<file path="src/rtl/adc_seq_ctrl.sv">
module adc_seq_ctrl (
  input  logic       clk,
  input  logic       rst_n,
  input  logic       wr_en,
  input  logic [1:0] addr,
  input  logic [7:0] wdata,
  output logic [7:0] rdata,
  input  logic       cmp_in,
  output logic [9:0] dac_code,
  output logic [2:0] ch_sel,
  output logic [7:0] ana_en,
  output logic       cmp_en,
  output logic       busy
);

  logic [2:0] chan_q, pcr_q;
  logic       start_q, eocb_q;
  logic [1:0] div_sel_q;
  logic       cmp_en_q, test_q;
  logic       running;
  logic [4:0] cnt;
  logic [3:0] bitpos;
  logic [9:0] sar, result;
  logic [9:0] decided;

  wire wr_ctl  = wr_en && (addr == 2'd0);
  wire wr_clk  = wr_en && (addr == 2'd1);
  wire st_rise = wr_ctl &&  wdata[7] && !start_q;
  wire st_fall = wr_ctl && !wdata[7] &&  start_q;

  wire [4:0] div_last = (div_sel_q == 2'd0) ? 5'd1 :
                        (div_sel_q == 2'd1) ? 5'd7 : 5'd31;
  wire tick = running && (cnt == div_last);

  assign decided  = cmp_in ? sar : (sar & ~(10'd1 << bitpos));
  assign dac_code = sar;
  assign busy     = running;
  assign cmp_en   = cmp_en_q;
  assign ana_en   = (pcr_q == 3'd7) ? 8'hFF : ((8'd1 << pcr_q) - 8'd1);

  always_comb begin
    case (addr)
      2'd0:    rdata = {start_q, eocb_q, pcr_q, chan_q};
      2'd1:    rdata = {test_q, 4'd0, cmp_en_q, div_sel_q};
      2'd2:    rdata = result[9:2];
      default: rdata = {6'd0, result[1:0]};
    endcase
  end

  always_ff @(posedge clk or negedge rst_n) begin
    if (!rst_n) begin
      chan_q    <= '0;
      pcr_q     <= '0;
      start_q   <= 1'b0;
      eocb_q    <= 1'b1;
      div_sel_q <= '0;
      cmp_en_q  <= 1'b0;
      test_q    <= 1'b0;
      running   <= 1'b0;
      cnt       <= '0;
      bitpos    <= '0;
      sar       <= '0;
      result    <= '0;
      ch_sel    <= '0;
    end else begin
      if (wr_ctl) begin
        chan_q  <= wdata[2:0];
        pcr_q   <= wdata[5:3];
        start_q <= wdata[7];
      end
      if (wr_clk) begin
        div_sel_q <= wdata[1:0];
        cmp_en_q  <= wdata[2];
        test_q    <= wdata[7];
      end
      if (st_rise) begin
        running <= 1'b0;
        eocb_q  <= 1'b1;
        sar     <= '0;
        cnt     <= '0;
      end else if (st_fall) begin
        running <= 1'b1;
        ch_sel  <= wdata[2:0];
        sar     <= 10'h200;
        bitpos  <= 4'd9;
        cnt     <= '0;
      end else if (running) begin
        cnt <= tick ? 5'd0 : cnt + 5'd1;
        if (tick) begin
          if (bitpos == 4'd0) begin
            result  <= decided;
            sar     <= decided;
            eocb_q  <= 1'b0;
            running <= 1'b0;
          end else begin
            sar    <= decided | (10'd1 << (bitpos - 4'd1));
            bitpos <= bitpos - 4'd1;
          end
        end
      end
    end
  end

  AST_START_HOLDS_IDLE: assert property (@(posedge clk) disable iff (!rst_n)
    start_q |-> (eocb_q && !running));
  AST_CH_STABLE_RUN: assert property (@(posedge clk) disable iff (!rst_n)
    (running && $past(running)) |-> $stable(ch_sel));
  AST_ANA_THERMO: assert property (@(posedge clk) disable iff (!rst_n)
    ((ana_en + 8'd1) & ana_en) == 8'd0);
  AST_EOC_AFTER_RUN: assert property (@(posedge clk) disable iff (!rst_n)
    $fell(eocb_q) |-> $past(running));
  AST_TICK_SPACING: assert property (@(posedge clk) disable iff (!rst_n)
    tick |=> !tick);
  AST_RUN_EOC_HIGH: assert property (@(posedge clk) disable iff (!rst_n)
    running |-> eocb_q);

endmodule

</file>
<file path="config.mk">
export PLATFORM = sky130hd
export DESIGN_NAME = adc_seq_ctrl
export DESIGN_NICKNAME = d
export VERILOG_FILES = /design/src/rtl/adc_seq_ctrl.sv
export SDC_FILE = /design/constraint.sdc
export NUM_CORES = 1
export LEC_CHECK = 0
export BUFFER_PORTS_ARGS = -buffer_cell sky130_fd_sc_hd__buf_2
export CAP_MARGIN = 15
export CORE_MARGIN = 2
export CORE_UTILIZATION = 45
export CTS_CLUSTER_SIZE = 28
export DETAILED_ROUTE_END_ITERATION = 7
export GPL_TIMING_DRIVEN = 0
export PLACE_DENSITY = 0.71
export SETUP_SLACK_MARGIN = 0.05
export SKIP_LAST_GASP = 1
export SLEW_MARGIN = 20
export SYNTH_ARGS = -nofsm -noshare
export SYNTH_HDL_FRONTEND = slang
export SYNTH_SLANG_ARGS = --single-unit
</file>
<file path="constraint.sdc">
create_clock -name clk -period 6.75 [get_ports clk]
set_input_delay 0.3375 -clock clk [delete_from_list [all_inputs] [get_ports clk]]
set_output_delay 0.3375 -clock clk [all_outputs]
set_load 0.02 [all_outputs]
</file>
==> summary.txt, run 1 <==
Crit. End Element = flip-flop
Fin. max-slew vios = 0
Final hold violations = 0
Pin count of the biggest net entering global routing = 46
Setup TNS after final layout = 0 ps
Met2 usage = 32.00%
Root cell of the clock tree = clkbuf_8
Core Footprint = 0.005540 mm²
Avg WL per Cell = 15.64 µm
Initial antenna violation count = 0
Clk sinks = 45
Post-synth EDFFs = 0
Dpl hpwl = 4.358 mm
Synth Area per Inst = 10.05 µm²
Reg2Reg Depth = 8
Syn Inst Count = 259
Fraction of synthesis flops using an asynchronous set or reset pin = 100.0%
DR DRC count = 0
M3 GR Usage = 4.045%
Layout fillers = 510
Max stage delay on crit path = 580 ps
Postcts setup bufs = 0
Status = finished clean
Tcrit/Tclk final = 35.45%
Crit path max fanout = 8
Drt first pass iters = 4
Synth warn = 0
Critical register-to-register path startpoint = bitpos[0]
Crit path to = dac_code[9]
Highest Clock Rate = 0.4179 GHz
Fin Hold WS = 24.96 ps
# rows = 27
Dominant synthesized flop cell = dfrtp_1
Post-Syn Nets = 279
Peak VDD IR = 0.0001488 V
Required @ worst endpoint = 6930 ps
Final WS setup = 4357 ps
Worst slew pin tran = 848.6 ps
Die W = 80.05 µm
FF/Latch Area = 0.001127 mm²
Htree depth = 2
Post-CTS resize count = 0
Gp weighted congestion = 0.8640
Area grow syn2layout = 15.05%
Leak = 1.346 nW
R2r setup slk = 4360 ps
Ports = 45
Critical path, cell by cell = inv_1 -> ha_1 -> clkdlybuf4s50_2 -> nor3b_1 -> o21ai_0 -> o211ai_1 -> o311ai_0 -> nand2_1
Critical Path Stages = 8
CP bufs+invs = 2
Crit Path Category = reg2reg
Antenna-violating nets left = 0
Clock latency on the worst-skew pair = 300 ps
CTS tree = yes
First-pass GRT wire length = 9.936 mm
Nets@finish = 329
Routed wire length = 5.976 mm
Deepest clock path buffer count = 2
Initial DRC Count = 130
Number of max-cap violations = 0
GR Layer Usage met1 = 26.60%
Setup violators final = 0
Tmin final = 2393 ps
Gr usage total = 20.16%
I/O Buffers = 43
Hold_buf cts = 0
Setup crit start = bitpos[0]
Pwr Density = 348.8 mW/mm²
Seq/Total Area, Yosys = 43.32%
Fraction of final layout cells sized beyond drive strength 1 = 29.03%
Distinct cells, synth = 64
Initial Utilization = 46.97%
CP arrival = 2570 ps
Total grt overflow = 0
Worst clock skew = 8.494 ps
Via density = 5.654
CTS clock-pin slew for the worst setup and hold paths = 90 ps
Min-Delay Path Class = in2async
DP Worst Slack = 4367 ps
RSZ-0062 raised after global routing = false
Post-Syn Area = 0.002602 mm²
Slew headroom = 42.99%
Reg2reg end = dac_code[9]
#FFs+latches synth = 45
Vias in the first global route = 2061
Multi-input gate area = 0.001334 mm²
Largest delay share family, worst path = buffers and inverters
Worst path slowest cell = clkdlybuf4s50_2
Die area = 0.006408 mm²
Die Y = 80.05 µm
GRT busiest layer = met2
Critical Path Source Type = flip-flop
Diodes inserted = 0
Total number of vias = 2160
TritonCTS Buffers = 5
## final cells by class
| cell class | instances | area share, % |
|---|---|---|
| buffer | 18 | 3.343 |
| clock buffer | 7 | 2.549 |
| clock inverter | 1 | 0.2507 |
| inverter | 11 | 1.379 |
| multi-input combinational | 185 | 44.55 |
| sequential | 45 | 37.65 |
| tap | 72 | 3.009 |
| timing repair buffer | 43 | 7.271 |
## cells in the final DEF (no fill, tap or decap), types with 3 or more instances in the layout
master     Yosys  routed
inv_1         11      11
nand2b_1       3       3
mux2_2        10      10
nand2_1       31      31
nand3_1       16      16
o21a_1         4       4
nor2_1        10      10
and3_1         4       4
buf_2          3      45
clkbuf_1       9      11
a32o_1         7       7
a21boi_0       3       3
o21ai_0       15      15
a21oi_1        5       5
nand4_1        5       5
o2bb2ai_1      3       3
ha_1           6       6
nor3_1         4       4
clkbuf_8       1       6
dfrtp_1       44      44
xor2_1         3       3
mux2i_1        7       7
## layer usage
metal	part of all wire, %	wire length, µm
met1	47	2797
met2	47	2820
met3	3.8	227
met4	2.2	131
met5	0	0
## cells in the mapped netlist, drive strengths merged (4+ instances only)
cell | n | share of area (%)
dfrtp | 44 | 42
nand2 | 31 | 4.5
nand3 | 18 | 3.8
o21ai | 18 | 3.7
mux2 | 12 | 5.5
clkbuf | 11 | 2.1
inv | 11 | 1.6
nor2 | 10 | 1.4
a32o | 7 | 2.7
mux2i | 7 | 2.7
buf | 6 | 1.3
ha | 6 | 2.9
nand4 | 6 | 1.7
a21oi | 5 | 0.96
and3 | 5 | 1.2
nor3 | 5 | 1.2
o21a | 4 | 1.2
## worst min path at each step
| stage | to | slack, ps | cells past startpoint |
|---|---|---|---|
| finish | dac_code[8] | 20 | 1 |
| CTS | cnt[2] | 240 | 1 |
| detailed placement | ch_sel[0] | 460 | 2 |
| global route | dac_code[3] | 70 | 1 |
| global placement | ch_sel[0] | 450 | 2 |
| floorplan | bitpos[0] | 40 | 0 |
## per-stage QoR
| step | instance area, µm² | power [W] | util (%) | instances |
|---|---|---|---|---|
| final | 2994 | 0.001044 | 54.04 | 382 |
| after global routing | 2994 | 0.001125 | 54.04 | 382 |
| after CTS | 2992 | 0.001048 | 54.00 | 382 |
| after detailed placement | 2908 | 0.0008811 | 52.48 | 374 |
| after global placement | 2908 | 0.0008645 | 52.48 | 374 |
| after floorplan | 2603 | 0.0007474 | - | 259 |
## flip-flops by register name (all words and copies together), names as in the netlist
| name | flops |
|---|---|
| bitpos | 4 |
| busy | 1 |
| ch_sel | 3 |
| chan_q | 3 |
| cmp_en | 1 |
| cnt | 5 |
| dac_code | 10 |
| div_sel_q | 2 |
| eocb_q | 1 |
| pcr_q | 3 |
| result | 10 |
| start_q | 1 |
| test_q | 1 |
## cells by family (layout without fill, tap and decap cells)
group	Yosys count	count (layout)	synth area share (%)
multiplexers	21	21	9.904
buffers and inverters	29	80	5.432
adder cells (fa/ha/maj)	6	6	2.885
AO/OA/AOI/OAI	56	56	16.11
AND/OR/NAND/NOR	98	98	21.01
flip-flops	45	45	43.32
XOR/XNOR	4	4	1.346
## power by group
part	total [W]	internal, W	switching [W]
clock network	0.000165	0.0000734	0.0000914
registers	0.000430	0.000348	0.0000820
logic	0.000450	0.000187	0.000263
total	0.00104	0.000608	0.000436
No activity file was read; power rests on OpenSTA's default activity.
==> inputs of run 2 (changes only) <==
Clock period 6.75 ns to 2.36 ns, I/O delays scaled along.
==> summary.txt, run 2 (synthesis gave the netlist of run 1 again) <==
Total number of vias = 2198
CTS clock-pin slew for the worst setup and hold paths = 80 ps
Drt first pass iters = 5
Number of max-cap violations = 0
Peak VDD IR = 0.0004240 V
Dpl hpwl = 4.358 mm
Initial Utilization = 46.97%
I/O Buffers = 43
Worst clock skew = 7.586 ps
Die W = 80.05 µm
Via density = 5.724
Layout fillers = 504
Post-route insts no fill = 384
Worst slew pin tran = 861.9 ps
Crit path max fanout = 8
Most common cell after layout, fill and taps aside = buf_2
# rows = 27
Area grow syn2layout = 16.54%
Placed cells = 374
Htree depth = 2
Slew headroom = 42.10%
Clk sinks = 45
Tmin final = 2301 ps
RSZ-0062 raised after global routing = true
Root cell of the clock tree = clkbuf_8
Crit Path Category = reg2reg
Fin. max-slew vios = 0
Pin count of the biggest net entering global routing = 46
Setup violators final = 0
Deepest clock path buffer count = 2
Setup TNS after final layout = 0 ps
Reg2reg end = dac_code[9]
Multi-input gate area = 0.001340 mm²
Highest Clock Rate = 0.4347 GHz
Min-Delay Path Class = in2reg
DP Worst Slack = -23.14 ps
Antenna-violating nets left = 0
Routed wire length = 6.024 mm
First-pass GRT wire length = 9.970 mm
Total grt overflow = 0
FF/Latch Area = 0.001130 mm²
Critical Path Source Type = flip-flop
Status = finished clean
Avg WL per Cell = 15.69 µm
Commonest non-fill, non-tap cells in the layout = buf_2 (45), dfrtp_1 (42), nand2_1 (31)
Required @ worst endpoint = 2530 ps
Tcrit/Tclk final = 97.48%
Hold Path Origin = wdata[5]
DR DRC count = 0
Clock latency on the worst-skew pair = 300 ps
Gr usage total = 20.24%
Ports = 45
CTS tree = yes
Die area = 0.006408 mm²
Fraction of final layout cells sized beyond drive strength 1 = 30.45%
Initial antenna violation count = 0
Final Util = 54.74%
Diodes inserted = 0
Fin Hold WS = 46.58 ps
Leak = 1.357 nW
Crit. End Element = flip-flop
Reg2Reg Depth = 8
Vias in the first global route = 2070
Final WS setup = 59.37 ps
Nets@finish = 331
Gp weighted congestion = 0.8640
CP arrival = 2470 ps
Core Footprint = 0.005540 mm²
Hold Path Sink = pcr_q[2]
Number of cells on the worst hold path = 2
Pwr Density = 992.0 mW/mm²
R2r setup slk = 60 ps
Critical register-to-register path startpoint = bitpos[0]
Initial DRC Count = 121
TritonCTS Buffers = 5
Die Y = 80.05 µm
Final hold violations = 0
-- run 2: changes by cell type in the layout (fill, tap and decap cells not counted), sizes merged --
cell         change
buf              +1
dlygate4sd3      +1
-- run 2: timing repair --
item	CTS	global route
buffers inserted	1	0
hold buffers	0	1
resized for setup	3	3
pin swaps	1	0
endpoints found under the hold margin	0	44
endpoints found under the setup margin	13	11
-- run 2: metal layers --
layer | vias to the layer above | routed length (µm) | global-route usage, %
met5 | - | 0 | 0
li1 | 1042 | - | -
met4 | 0 | 108 | 9.153
met2 | 62 | 2852 | 32.25
met3 | 9 | 293 | 4.045
met1 | 1085 | 2770 | 26.60
-- run 2: cell type report --
| type | count | area share [%] |
|---|---|---|
| sequential | 45 | 37.25 |
| buffer | 18 | 3.300 |
| inverter | 11 | 1.361 |
| clock inverter | 1 | 0.2475 |
| tap | 72 | 2.970 |
| multi-input combinational | 185 | 44.18 |
| clock buffer | 7 | 2.517 |
| timing repair buffer | 45 | 8.168 |
-- run 2: where the power goes --
group	internal [W]	switching (W)
Clock	0.000210	0.000259
Combinational	0.000546	0.000760
Sequential	0.000998	0.000237
Total	0.00175	0.00126
-- run 2: worst max-delay path: stages (launching register included) --
cell             delay, ps
dfrtp_2                460
inv_2                   80
ha_1                   200
clkdlybuf4s50_2        580
nor3b_1                170
o21ai_0                120
o211ai_1               150
o311ai_1               310
nand2_1                110
-- run 2: metrics by stage --
| stage | power [W] | area (µm²) |
|---|---|---|
| after global routing | 0.003242 | 3033 |
| after global placement | 0.002473 | 2908 |
| after floorplan | 0.002138 | 2603 |
| final | 0.003009 | 3033 |
| after detailed placement | 0.002520 | 2908 |
| after CTS | 0.003006 | 3014 |
-- run 2: how the worst max path moves through the flow --
stage | startpoint | endpoint | slack, ps
after floorplan | bitpos[0] | result[8] | 190
after global placement | bitpos[0] | result[9] | 20
after detailed placement | bitpos[0] | dac_code[9] | -20
after CTS | bitpos[1] | result[8] | 70
after global routing | bitpos[0] | dac_code[9] | 4
final | bitpos[0] | dac_code[9] | 60
